===== config.mk =====
export PLATFORM = sky130hd
export DESIGN_NAME = paired_irq_collector
export DESIGN_NICKNAME = d
export VERILOG_FILES = /design/src/rtl/paired_irq_collector.sv
export SDC_FILE = /design/constraint.sdc
export NUM_CORES = 1
export LEC_CHECK = 0
export ABC_AREA = 1
export BUFFER_PORTS_ARGS = -buffer_cell sky130_fd_sc_hd__clkbuf_2
export CAP_MARGIN = 20
export CORE_ASPECT_RATIO = 1.4
export CORE_MARGIN = 2
export CORE_UTILIZATION = 56
export CTS_BUF_LIST = sky130_fd_sc_hd__clkbuf_2
export CTS_CLUSTER_SIZE = 10
export DETAILED_ROUTE_END_ITERATION = 10
export GPL_TIMING_DRIVEN = 0
export PLACE_DENSITY = 0.85
export SYNTH_ARGS = -nofsm -noshare
export SYNTH_HDL_FRONTEND = slang
export SYNTH_SLANG_ARGS = --single-unit

===== constraint.sdc =====
create_clock -name clk -period 1.1 [get_ports clk]
set_input_delay 0 -clock clk [delete_from_list [all_inputs] [get_ports clk]]
set_output_delay 0 -clock clk [all_outputs]
set_load 0.005 [all_outputs]

===== src/rtl/paired_irq_collector.sv =====
module paired_irq_collector #(
  parameter int NCHAN    = 8,
  parameter int AW       = 8,
  parameter int STAT_OFS = 10
) (
  input  logic                 clk,
  input  logic                 rst_n,
  input  logic                 host_rd,
  input  logic                 host_wr,
  input  logic [1:0]           host_space,
  input  logic [AW-1:0]        host_addr,
  input  logic [7:0]           host_wdata,
  output logic [7:0]           host_rdata,
  input  logic [NCHAN*3-1:0]   ch_set,
  input  logic [NCHAN*3-1:0]   ch_clr,
  input  logic [NCHAN-1:0]     blk_set,
  input  logic [NCHAN-1:0]     blk_clr,
  output logic [NCHAN/4-1:0]   irq
);
  localparam int NBLK = NCHAN / 2;
  localparam int NIRQ = NBLK / 2;
  localparam int BW   = $clog2(NBLK);
  localparam int LW   = AW - BW;
  localparam int SW   = NBLK * 8;

  logic [SW-1:0] stat_q, mask_q, sv, cv, pend;
  logic [7:0]    vec_q, rd_val;
  logic [BW-1:0] bsel;
  logic          at_stat, ack_hit, mask_we, vec_we;

  assign bsel    = host_addr[AW-1 -: BW];
  assign at_stat = host_addr[LW-1:0] == LW'(STAT_OFS);
  assign ack_hit = (host_addr < AW'(2*NIRQ)) && !host_addr[0];
  assign mask_we = host_wr && host_space == 2'd0 && at_stat;
  assign vec_we  = host_wr && host_space[0] && host_addr == AW'(1);
  assign pend    = stat_q & mask_q;

  always_comb begin
    sv = '0;
    cv = '0;
    for (int c = 0; c < NCHAN; c++)
      for (int k = 0; k < 3; k++) begin
        sv[(c/2)*8 + (c%2)*4 + k] = ch_set[c*3+k];
        cv[(c/2)*8 + (c%2)*4 + k] = ch_clr[c*3+k];
      end
    for (int b = 0; b < NBLK; b++) begin
      sv[b*8+3] = blk_set[b*2];
      sv[b*8+7] = blk_set[b*2+1];
      cv[b*8+3] = blk_clr[b*2];
      cv[b*8+7] = blk_clr[b*2+1];
    end
  end

  always_comb begin
    case (host_space)
      2'd0:    rd_val = at_stat ? stat_q[{bsel, 3'b000} +: 8] : 8'h00;
      2'd2:    rd_val = ack_hit ? vec_q : 8'h00;
      default: rd_val = 8'h00;
    endcase
  end

  always_ff @(posedge clk or negedge rst_n) begin
    if (!rst_n) begin
      stat_q     <= '0;
      mask_q     <= '0;
      vec_q      <= '0;
      host_rdata <= '0;
    end else begin
      stat_q <= (stat_q & ~cv) | sv;
      if (mask_we) mask_q[{bsel, 3'b000} +: 8] <= host_wdata;
      if (vec_we)  vec_q <= host_wdata;
      if (host_rd) host_rdata <= rd_val;
    end
  end

  for (genvar i = 0; i < NIRQ; i++) begin : g_line
    always_ff @(posedge clk or negedge rst_n) begin
      if (!rst_n) irq[i] <= 1'b0;
      else        irq[i] <= |pend[i*16 +: 16];
    end


    irq_rise_chk: assert property (@(posedge clk) disable iff (!rst_n)
      (|(stat_q[i*16 +: 16] & mask_q[i*16 +: 16])) |=> irq[i]);

    irq_fall_chk: assert property (@(posedge clk) disable iff (!rst_n)
      !(|(stat_q[i*16 +: 16] & mask_q[i*16 +: 16])) |=> !irq[i]);
  end

  for (genvar j = 0; j < SW; j++) begin : g_bit

    set_wins_chk: assert property (@(posedge clk) disable iff (!rst_n)
      sv[j] |=> stat_q[j]);

    clr_only_chk: assert property (@(posedge clk) disable iff (!rst_n)
      (cv[j] && !sv[j]) |=> !stat_q[j]);
  end


  vec_load_chk: assert property (@(posedge clk) disable iff (!rst_n)
    (host_wr && (host_space == 2'd1 || host_space == 2'd3) && host_addr == AW'(1))
      |=> vec_q == $past(host_wdata));

  vec_hold_chk: assert property (@(posedge clk) disable iff (!rst_n)
    !(host_wr && host_addr == AW'(1) && host_space[0]) |=> $stable(vec_q));

  ack_quiet_chk: assert property (@(posedge clk) disable iff (!rst_n)
    (host_rd && host_space == 2'd2 && !(|sv) && !(|cv)) |=> $stable(stat_q));

  mask_hold_chk: assert property (@(posedge clk) disable iff (!rst_n)
    !(host_wr && host_space == 2'd0 && host_addr[LW-1:0] == LW'(STAT_OFS)) |=> $stable(mask_q));
endmodule


==> out/results.txt <==
status -> finished with violations
violated checks -> hold timing, setup timing
worst ir drop on vdd -> 0.0006613 V
io pins -> 96
Synth Area in XOR/XNOR -> 0%
leakage -> 3.138 nW
Cells after Synth -> 504
mapped cell area -> 4213 µm²
mux contribution to synthesized area -> 0%
Fin. Hold Viols -> 37
TritonCTS Buffers -> 9
Fin Clk Skew -> 32.83 ps
post-synthesis compound-gate area fraction -> 12.80%
vias per cell -> 5.337
Overflow after GRT -> 0
GR Util met1 -> 35.10%
library cells used by synthesis -> 25
cell family with most CP delay -> flip-flops
#FFs+latches synth -> 82
Hold Slack -> -95.60 ps
post-route minimum period -> 1168 ps
CP Launch Type -> flip-flop
HPWL after DPL -> 8.063 mm
CTS sink cnt -> 82
1st-iter DRT viols -> 427
number of global-route vias before repair -> 4374
syn avg cell area -> 8.359 µm²
H-tree depth -> 3
WL final -> 13.56 mm
Setup violations, final -> 4
GP Congestion -> 0.9475
crit-path cells -> buf_4 > nand2_1 > nand4_1 > a21oi_1 > nand3_1
Setup TNS Final -> -150.7 ps
Synth Area in Adders -> 1.485%
Port Buf Inserts -> 94
fill count -> 430
largest family of logic cells by synthesized area -> simple AND/OR/NAND/NOR gates
CP max FO -> 2
layout cells sized above 1 -> 36.82%
synth-to-layout area growth -> 44.85%
cell with the largest stage delay on the worst path -> dfrtp_1
largest stage delay on the critical path -> 440 ps
number of diodes -> 0
All-Layer GR Usage -> 32.67%
Layout Cells excl Fill -> 814
Seq/Total Area, Yosys -> 48.71%
critical path capture point type -> flip-flop
final non-filler cell area -> 6102 µm²
Post-Synth Simple-Gate Area -> 29.37%
placed inst area -> 4906 µm²
crit path DAT -> 1630 ps
Routed Antenna Nets -> 0
Die Y -> 106.6 µm
met3 capacity usage during global routing -> 7.492%
largest net degree at the start of global routing -> 43
Final WS setup -> -67.69 ps
DR vias -> 4344
pre-CTS setup slack -> -372.2 ps
DRC Markers -> 0
CTS root buffer -> clkbuf_2
syn_nets -> 595
Die Span X -> 77.31 µm
Post-Place Cells -> 696
RSZ-0062 raised after global routing -> true
Die Area -> 8243 µm²
clock buffer depth -> 2
Reg clk slew, reported paths -> 220 ps
max-cap viol count -> 0
antenna violations before repair -> 0
row cnt -> 37
GR Layer Usage met2 -> 58.01%
Slew HR -> 54.16%
Buf+Inv Stages, Crit Path -> 1
PwrDens -> 924.2 nW/µm²
worst skew pair latency -> 560 ps
Pre-antenna DRT Iters -> 5
TritonCTS clock tree -> yes
grt peak-use layer -> met2
Nets -> 803
final worst-path cycle share -> 106.2%
Critical Path RT -> 1560 ps
Worst Tran Pin Value -> 687.6 ps
drt wl/cell -> 16.66 µm
Slew Viols, Final -> 0
Hold Path Class -> input port to flip-flop
Initial Util -> 57.59%
core area -> 7315 µm²
Yosys Warn Count -> 0
first-pass GRT wire length -> 20.56 mm
Setup CP Type -> flip-flop to flip-flop
Max Freq -> 856.4 MHz
-- flip-flops by register name, indices dropped and copies added, names as in the netlist --
signal      count
host_rdata      8
irq             2
mask_q         32
stat_q         32
vec_q           8
-- layout make-up --
type / instances / area (µm²) / share of cell area [%]
buffer: 14 / 125.1 / 2.050
clock buffer: 10 / 50.05 / 0.8202
clock inverter: 6 / 33.78 / 0.5536
inverter: 60 / 245.2 / 4.019
multi-input combinational: 348 / 2018 / 33.07
sequential: 82 / 2052 / 33.63
tap: 97 / 121.4 / 1.989
timing repair buffer: 197 / 1456 / 23.87
-- power breakdown --
part	total, W	switching, W	internal (W)
logic	0.00113	0.000597	0.000537
clock network	0.00133	0.00104	0.000285
registers	0.00318	0.0000672	0.00311
total	0.00564	0.00171	0.00393
-- worst min-delay path, delay by kind of cell --
family | cells | cell delay (ps)
buffers and inverters | 1 | 100
AO/OA/AOI/OAI | 1 | 50
AND/OR/NAND/NOR | 4 | 290
-- per-layer routing --
metal	wire [µm]	share of wire (%)
met1	4868	36
met2	7076	52
met3	746	5.5
met5	0	0
met4	872	6.4
-- per-stage QoR --
| stage | power [W] | utilization [%] |
|---|---|---|
| 2_1_floorplan | 0.003586 | - |
| 3_3_place_gp | 0.003925 | 66.76 |
| 3_5_place_dp | 0.003955 | 67.07 |
| 4_1_cts | 0.005441 | 79.40 |
| 5_1_grt | 0.005882 | 83.42 |
| 6_report | 0.005639 | 83.42 |
-- layout by cell type, fill, tap and decap left out, types with 4 or more instances in the layout --
cell type / count
clkbuf_2: 103
o21bai_1: 32
inv_1: 34
nor2_2: 4
nand3_1: 22
nand2_2: 36
dlygate4sd3_1: 79
nand3_4: 4
nand4_1: 16
o21ai_2: 32
buf_6: 7
nor3_1: 6
buf_4: 25
inv_2: 23
nand3_2: 12
dfrtp_1: 82
nand2_1: 146
nor2_1: 25
-- cells by family (layout without fill, tap and decap cells) --
logic type      Yosys count  after routing
simple gates            276            276
fa+ha+maj                 5              5
buf+inv                  74            287
flops                    82             82
compound gates           67             67
-- timing repair --
action / 4_1_cts / 5_1_grt
endpoints found under the setup margin: 6 / 30
setup buffers: 3 / 20
pin swaps: 0 / 31
resized for setup: 3 / 65
hold buffers: 78 / 1
hold endpoints to repair: 162 / 30
-- synth_stat cells --
master      n  share of area (%)
nor2_4      1               0.27
nor3_2      1               0.24
inv_2       1              0.089
nand3_4     4                1.7
nor2_8      1               0.48
clkbuf_1    3               0.27
nand2_2     6               0.89
nand4_1    16                2.4
clkinv_1    1              0.089
nor3_1      6               0.71
inv_1      58                5.2
nand4_2     1               0.30
nand2_1   176                 16
or2_1       1               0.15
o21bai_1   32                5.7
buf_6       4                1.1
nor2_1     29                2.6
o21ai_2    32                6.7
buf_2       5               0.59
buf_4       2               0.36
a22o_1      1               0.21
dfrtp_1    82                 49
ha_1        5                1.5
a21oi_1     2               0.24
nand3_1    34                4.0
-- worst paths after layout --
path | startpoint | depth (start not counted) | slack [ps] | end
max in group asynchronous | rst_n | 3 | 460 | host_rdata[5]
worst max register to register | stat_q[3] | 5 | -70 | irq[0]
worst min-delay path | host_space[0] | 6 | -100 | vec_q[1]
min in group asynchronous | rst_n | 2 | -10 | stat_q[13]
worst max-delay path | stat_q[3] | 5 | -70 | irq[0]
worst min register to register | vec_q[0] | 2 | 510 | vec_q[0]
Note: power is estimated with default switching activity, not from simulation.
